### config.mk
export PLATFORM = sky130hd
export DESIGN_NAME = prot_fault_mgr
export DESIGN_NICKNAME = d
export VERILOG_FILES = /design/src/rtl/pfm_pkg.sv /design/src/rtl/pfm_deglitch.sv /design/src/rtl/pfm_retry.sv /design/src/rtl/pfm_channel.sv /design/src/rtl/prot_fault_mgr.sv
export SDC_FILE = /design/constraint.sdc
export NUM_CORES = 1
export LEC_CHECK = 0
export BUFFER_PORTS_ARGS = -buffer_cell sky130_fd_sc_hd__buf_2
export CORE_ASPECT_RATIO = 2
export CORE_MARGIN = 2
export CORE_UTILIZATION = 49
export CTS_CLUSTER_DIAMETER = 80
export DETAILED_ROUTE_END_ITERATION = 8
export PLACE_DENSITY = 0.73
export SLEW_MARGIN = 20
export SYNTH_ARGS = -nofsm -noshare
export SYNTH_HDL_FRONTEND = slang
export SYNTH_SLANG_ARGS = --single-unit
### constraint.sdc
create_clock -name clk -period 1.75 [get_ports clk]
set_input_delay 0.2625 -clock clk [delete_from_list [all_inputs] [get_ports clk]]
set_output_delay 0.2625 -clock clk [all_outputs]
set_load 0.02 [all_outputs]
### src/rtl/pfm_pkg.sv
package pfm_pkg;

  // Per-channel fault latches.
  typedef struct packed {
    logic oc_lat;
    logic ol_lat;
  } chan_latch_t;

  // Width of a counter holding 0 .. n-1.
  function automatic int cnt_width(input int n);
    return (n > 2) ? $clog2(n) : 1;
  endfunction

endpackage

### src/rtl/pfm_deglitch.sv
module pfm_deglitch #(
  parameter int LIMIT = 8
) (
  input  logic clk,
  input  logic rst_n,
  input  logic clr,
  input  logic cond,
  output logic fire
);
  localparam int W = pfm_pkg::cnt_width(LIMIT);
  localparam logic [W-1:0] TOP = W'(LIMIT - 1);

  logic [W-1:0] run_q;

  // Counts consecutive cycles of cond and saturates at TOP.
  always_ff @(posedge clk or negedge rst_n) begin
    if (!rst_n) begin
      run_q <= '0;
    end else if (clr || !cond) begin
      run_q <= '0;
    end else if (run_q != TOP) begin
      run_q <= run_q + 1'b1;
    end
  end

  assign fire = cond && !clr && (run_q == TOP);
endmodule

### src/rtl/pfm_retry.sv
module pfm_retry #(
  parameter int CYCLES = 64
) (
  input  logic clk,
  input  logic rst_n,
  input  logic clr,
  input  logic start,
  output logic busy
);
  localparam int W = pfm_pkg::cnt_width(CYCLES);
  localparam logic [W-1:0] TOP = W'(CYCLES - 1);

  logic [W-1:0] left_q;
  logic         busy_q;

  always_ff @(posedge clk or negedge rst_n) begin
    if (!rst_n) begin
      busy_q <= 1'b0;
      left_q <= '0;
    end else if (clr) begin
      busy_q <= 1'b0;
      left_q <= '0;
    end else if (start) begin
      busy_q <= 1'b1;
      left_q <= TOP;
    end else if (busy_q) begin
      if (left_q == '0) begin
        busy_q <= 1'b0;
      end else begin
        left_q <= left_q - 1'b1;
      end
    end
  end

  assign busy = busy_q;
endmodule

### src/rtl/pfm_channel.sv
module pfm_channel #(
  parameter int OC_DGL = 16,
  parameter int OL_DGL = 12,
  parameter int RETRY  = 200
) (
  input  logic clk,
  input  logic rst_n,
  input  logic hard_clr,
  input  logic gate_ok,
  input  logic cmd,
  input  logic ilim,
  input  logic ol_low,
  output logic drive,
  output logic fault_bit
);
  pfm_pkg::chan_latch_t lat_q;
  logic oc_off;
  logic oc_fire;
  logic ol_fire;

  assign drive = cmd && gate_ok && !oc_off;

  pfm_deglitch #(.LIMIT(OC_DGL)) u_oc_dgl (
    .clk   (clk),
    .rst_n (rst_n),
    .clr   (hard_clr),
    .cond  (ilim && drive),
    .fire  (oc_fire)
  );

  pfm_deglitch #(.LIMIT(OL_DGL)) u_ol_dgl (
    .clk   (clk),
    .rst_n (rst_n),
    .clr   (hard_clr),
    .cond  (ol_low && !cmd),
    .fire  (ol_fire)
  );

  pfm_retry #(.CYCLES(RETRY)) u_retry (
    .clk   (clk),
    .rst_n (rst_n),
    .clr   (hard_clr),
    .start (oc_fire),
    .busy  (oc_off)
  );

  always_ff @(posedge clk or negedge rst_n) begin
    if (!rst_n) begin
      lat_q <= '0;
    end else if (hard_clr) begin
      lat_q <= '0;
    end else begin
      lat_q.oc_lat <= cmd ? (lat_q.oc_lat || oc_fire) : 1'b0;
      lat_q.ol_lat <= cmd ? 1'b0 : (lat_q.ol_lat || ol_fire);
    end
  end

  assign fault_bit = lat_q.oc_lat || lat_q.ol_lat;
endmodule

### src/rtl/prot_fault_mgr.sv
module prot_fault_mgr #(
  parameter int NCH    = 4,
  parameter int OC_DGL = 16,
  parameter int OL_DGL = 12,
  parameter int RETRY  = 200
) (
  input  logic           clk,
  input  logic           rst_n,
  input  logic           clr_req,
  input  logic           uvlo,
  input  logic           otemp,
  input  logic           enable_n,
  input  logic [NCH-1:0] out_cmd,
  input  logic [NCH-1:0] ilim_raw,
  input  logic [NCH-1:0] ol_low,
  output logic [NCH-1:0] drive_en,
  output logic [NCH-1:0] fault_bits,
  output logic           fault_n
);
  logic hard_clr;
  logic gate_ok;

  assign hard_clr = clr_req || uvlo;
  assign gate_ok  = !enable_n && !otemp && !uvlo;

  for (genvar g = 0; g < NCH; g++) begin : g_ch
    pfm_channel #(
      .OC_DGL (OC_DGL),
      .OL_DGL (OL_DGL),
      .RETRY  (RETRY)
    ) u_ch (
      .clk       (clk),
      .rst_n     (rst_n),
      .hard_clr  (hard_clr),
      .gate_ok   (gate_ok),
      .cmd       (out_cmd[g]),
      .ilim      (ilim_raw[g]),
      .ol_low    (ol_low[g]),
      .drive     (drive_en[g]),
      .fault_bit (fault_bits[g])
    );
  end

  assign fault_n = !((|fault_bits) || otemp);
endmodule

# Yosys cells after proc, flatten, opt, wreduce, memory -nomap -nowiden
# Index checks and enable logic that the tools add are counted.
# Widths: inputs -> output; s select.
[word_totals]
regBits = 76
input_bits = 18
output_inout_bits = 9
[op_classes]
n_addsub = 12
n_eq_ne = 20
muxes = 60
n_reduce_logical = 98
[ops]
columns = ["operator", "count"]
rows = [
  ["$mux 8", 16],
  ["$mux 4", 16],
  ["$logic_and 1x1->1", 34],
  ["$add 4x1->4 const B", 8],
  ["$eq 4x4->1 const B", 8],
  ["$logic_not 8->1", 4],
  ["$ne 4x4->1 const B", 8],
  ["$sub 8x1->8 const B", 4],
  ["$mux 1", 24],
  ["$logic_or 1x1->1", 22],
  ["$logic_not 1->1", 21],
  ["$reduce_bool 2->1", 8],
  ["$reduce_bool 3->1", 4],
  ["$ne 3x2->1 const B", 3],
  ["$mux 2", 4],
  ["$reduce_and 2->1", 4],
  ["$reduce_or 4->1", 1],
  ["$ne 3x1->1 const B", 1],
]

# Logic depth before layout (Yosys ltp)
[depth]
ltp_word = 11
ltp_mapped = 7
mapped_depth_nobuf = 6

# Cells and area by module
# Synthesis repeated with hierarchy kept, for this count alone.
[hier_totals]
hier_cells = 464
area_unflattened_um2 = 4667.0
[modules_own_cells]
columns = ["mod", "instances", "cells_each", "area_each_um2", "seq_area_each_um2"]
rows = [
  ["pfm_retry", 4, 62, 589.3, 225.2],
  ["pfm_deglitch (g_ch[0].u_ch.u_ol_dgl ...)", 4, 21, 236.5, 100.1],
  ["pfm_deglitch (g_ch[0].u_ch.u_oc_dgl ...)", 4, 21, 227.7, 100.1],
  ["pfm_channel", 4, 11, 107.6, 50.0],
  ["prot_fault_mgr", 1, 4, 22.5, 0.0],
]

# Worst setup path after synthesis
# OpenSTA, ideal clock, no wires.
[synth_path]
kind = "flip-flop to flip-flop"
from = "reg g_ch[1].u_ch.u_retry.left_q[0]"
to = "reg g_ch[1].u_ch.u_retry.left_q[1]"
t_arrival_ns = 1.836
required_time_ns = 1.672
setup_slack_ns = -0.164
stages_incl_launch_ff = 7
path_buffers = 0
period_less_slack_ns = 1.914
cell_sequence = "dfrtp_1 > inv_1 > ha_1 > or3b_1 > o21ai_0 > mux2_2 > a21oi_1"
[synth_between]
elab_chain_cells = 5
[synth_rtl]
columns = ["item", "line_no", "text"]
rows = [
  ["start: declaration", "pfm_retry.sv:13", "logic [W-1:0] left_q;"],
  ["start signal: assignment", "pfm_retry.sv:30", "left_q <= left_q - 1'b1;"],
  ["$sub 8x1->8", "pfm_retry.sv:30", ""],
  ["$mux 8", "pfm_retry.sv:27", "if (left_q == '0) begin"],
  ["$mux 8", "pfm_retry.sv:26", "end else if (busy_q) begin"],
  ["$mux 8", "pfm_retry.sv:23", "end else if (start) begin"],
  ["$mux 8", "pfm_retry.sv:20", "end else if (clr) begin"],
]
# Parallel ways exist; a longest one is shown, timed or not. The select of a mux whose other input is x is not followed.
# A chain may end at the register's enable or synchronous reset.

# Worst setup path in the final report
[layout_path]
from = "reg g_ch[3].u_ch.u_retry.left_q[1]"
to = "reg g_ch[3].u_ch.u_retry.left_q[2]"
[layout_between]
elab_chain_cells = 5
[layout_rtl]
columns = ["item", "line_no"]
rows = [
  ["start: declaration", "pfm_retry.sv:13"],
  ["start signal: assignment", "pfm_retry.sv:30"],
  ["$sub 8x1->8", "pfm_retry.sv:30"],
  ["$mux 8", "pfm_retry.sv:27"],
  ["$mux 8", "pfm_retry.sv:26"],
  ["$mux 8", "pfm_retry.sv:23"],
  ["$mux 8", "pfm_retry.sv:20"],
]
# Parallel ways exist; a longest one is shown, timed or not. The select of a mux whose other input is x is not followed.

==> qor.csv <==
metric,value,unit
drtAntennaViolNets,0,
crit_chain,"inv_2, ha_4, buf_4, buf_4, nor3b_1, a21oi_1, xnor2_1, a21oi_1",
syn_nets,440,
io_pins,27,
grt_antenna_before_repair,0,
p_leak,2.33,nW
root_buffer,clkbuf_16,
drc,0,
core,0.00794,mm^2
drive_gt1_share,30.0,%
final_cell_area,0.00515,mm^2
ys_async_sr_fraction,100,%
grt_use_met3,5.04,%
clk_path_buf_depth,2,
max_clock_freq,574,MHz
diodes,0,
synth_edf_count,0,
rrSetupSlack,7,ps
grt_overflow,0,
insertion_delay,340,ps
gp_congestion,0.808,
period_minus_slack,1740,ps
numCtsBuffers,9,
cp_top_family,flip-flops,
sw_frac_of_total,22.5,%
ys_ff_latch,76,
grt_pass1_wl,15.4,mm
pwr-share-comb,3.9,%
final_common_cell,dfrtp_1,
hold_viol_final,0,
min_period_over_period,99.6,%
post_drt_wl_per_cell,16.0,um
via_count,3314,
endpoint_kind,register,
h-tree-depth,3,
rows,46,
switchingPower,0.000843,W
power_density,727,mW/mm^2
initial_core_util,50.6,%
worst_hold_path.endpoint,g_ch[2].u_ch.lat_q[0],
clock-sinks,76,
drtIter0Drc,247,
hold_start,out_cmd[2],
busiest_layer,met2,
placed_area,0.00457,mm^2
finalWirelength,9.29,mm
area_growth,28.4,%
pwr-share-seq,47.1,%
drt_pass1_iterations,5,
critical_path_cell_count,8,
grt_util_met2,38.2,%
viasPerCell,5.69,
tritoncts,done,
crit_buf_inv,3,
reg2reg_depth,8,
syn_area_per_cell,9.89,um^2
status,"finished, final reports clean",
grt_pass1_vias,3471,
yosysSeqAreaShare,47.4,%
path_max_fanout,3,
hold_class,input pin to register,
yosysUniqueCellTypes,48,
mappedNetlistArea,0.00402,mm^2
finalSetupViolCount,0,
finalPower,0.00375,W
critPathKind,register to register,
port_buffers,26,
crit-reg2reg-capture,g_ch[3].u_ch.u_retry.left_q[2],
reg2reg_from,g_ch[3].u_ch.u_retry.left_q[1],
slowest_stage,dfrtp_1,
final_cell_mix,"dfrtp_1, nor2_1, buf_4",
dp_hpwl,6.44,mm
netlist_instances,406,
nFillCells,621,
slew_headroom,61.9,%
crit_arrival,1940,ps
tightest_slew,571,ps
min_path_cells,2,
grt_setup_unrepaired,yes,
cp-start-kind,register,
setup_tns,0,ps
die_y,132,um
grtUsageTotal,22.4,%
p_clk_share,49.0,%
clk_pin_slew,60,ps
ys_warn_count,0,
ir_drop,0.630,mV
cap_violations,0,
cpPeakStageDelay,390,ps
cp.required,1950,ps
die_x,68.0,um
grt_max_degree,35,
clock_skew,4.48,ps
met1_usage,25.3,%
die-area,0.00898,mm^2
synth-main-ff-cell,dfrtp_1,
drv_slew,0,
nets,515,
p_int,0.00290,W
## cells by family after synthesis
group	after synthesis	share of synthesized area, %
AOI/OAI and AO/OA	65	10.1
muxes	17	4.36
and+or+nand+nor	178	24.2
adders and majority gates	16	4.99
DFF	76	47.4
xor gates and xnor gates	26	5.67
buffers and inverters	28	3.37
## worst reg2reg max path: cells and delay by family, from the launching register on
kind	cells	cell delay (ps)
compound gates	2	250
xor+xnor	1	170
fa+ha+maj	1	140
buf+inv	3	270
flops	1	390
simple gates	1	380
## Yosys cell counts (all sizes together) (4+ instances only)
cell type	count	area share, %
dfrtp	76	47
nor3	23	2.9
nor2	53	5.0
ha	16	5.0
inv	12	1.1
mux2i	13	3.2
nand3	14	1.7
buf	8	1.5
xor2	14	3.1
mux2	4	1.1
or2	9	1.4
or3	6	0.93
a21oi	26	3.2
a211oi	8	1.5
nor3b	12	2.2
or4	5	1.2
clkbuf	8	0.75
o21ai	10	1.3
nand2	23	2.2
nor4	6	1.3
a31oi	8	1.2
nor2b	4	0.62
xnor2	12	2.6
## worst max-delay path by stage
| stage | start | endpoint | slack [ps] |
|---|---|---|---|
| 2_1_floorplan | g_ch[1].u_ch.u_retry.left_q[0] | g_ch[1].u_ch.u_retry.left_q[1] | -70 |
| 3_5_place_dp | g_ch[3].u_ch.u_retry.left_q[1] | g_ch[3].u_ch.u_retry.left_q[1] | -20 |
| 6_report | g_ch[3].u_ch.u_retry.left_q[1] | g_ch[3].u_ch.u_retry.left_q[2] | 7 |
| 3_3_place_gp | uvlo | drive_en[0] | 20 |
| 5_1_grt | g_ch[3].u_ch.u_retry.left_q[1] | g_ch[3].u_ch.u_retry.left_q[2] | -80 |
| 4_1_cts | g_ch[0].u_ch.u_retry.left_q[1] | g_ch[0].u_ch.u_retry.left_q[1] | -10 |
## power by group through the flow
stage	combinational (W)	clock, W	sequential [W]
3_3_place_gp	0.000140	0	0.00180
6_report	0.000146	0.00184	0.00176
3_5_place_dp	0.000143	0	0.00180
5_1_grt	0.000165	0.00193	0.00176
4_1_cts	0.000146	0.00186	0.00176
2_1_floorplan	0.0000466	0	0.00180
## state kept, by name, indices dropped and copies added, names as in the netlist
signal / flops
g_ch.u_ch.u_retry.busy: 4
g_ch.u_ch.lat_q: 8
g_ch.u_ch.u_ol_dgl.run_q: 16
g_ch.u_ch.u_retry.left_q: 32
g_ch.u_ch.u_oc_dgl.run_q: 16
## per-layer routing
layer,part of all wire (%),up-vias
li1,-,1603
met2,55,65
met1,39,1629
met4,2.4,0
met3,3.6,17
met5,0,-
## final cells by class
cell class / count / area, um^2 / share of cell area (%)
sequential: 76 / 1900 / 36.9
tap: 96 / 120 / 2.33
timing repair buffer: 80 / 579 / 11.2
multi-input combinational: 302 / 2210 / 43.0
clock buffer: 9 / 225 / 4.37
inverter: 12 / 45.0 / 0.874
clock inverter: 7 / 67.6 / 1.31
## metrics by stage
stage	utilization [%]	setup WS [ps]	cells	hold slack, ps
after floorplan	-	-67.6	406	-33.1
after global placement	57.5	20.1	556	240
after detailed placement	57.5	-15.3	556	247
after CTS	62.2	-11.1	579	140
after global routing	64.9	-76.3	582	168
final	64.9	6.54	582	148
## timing repair
action,4_1_cts,5_1_grt
endpoints found under the hold margin,32,0
hold buffers,1,0
endpoints found under the setup margin,4,19
resized for setup,7,39
setup buffers,6,4
pin swaps,5,17
No activity file was read; power rests on OpenSTA's default activity.
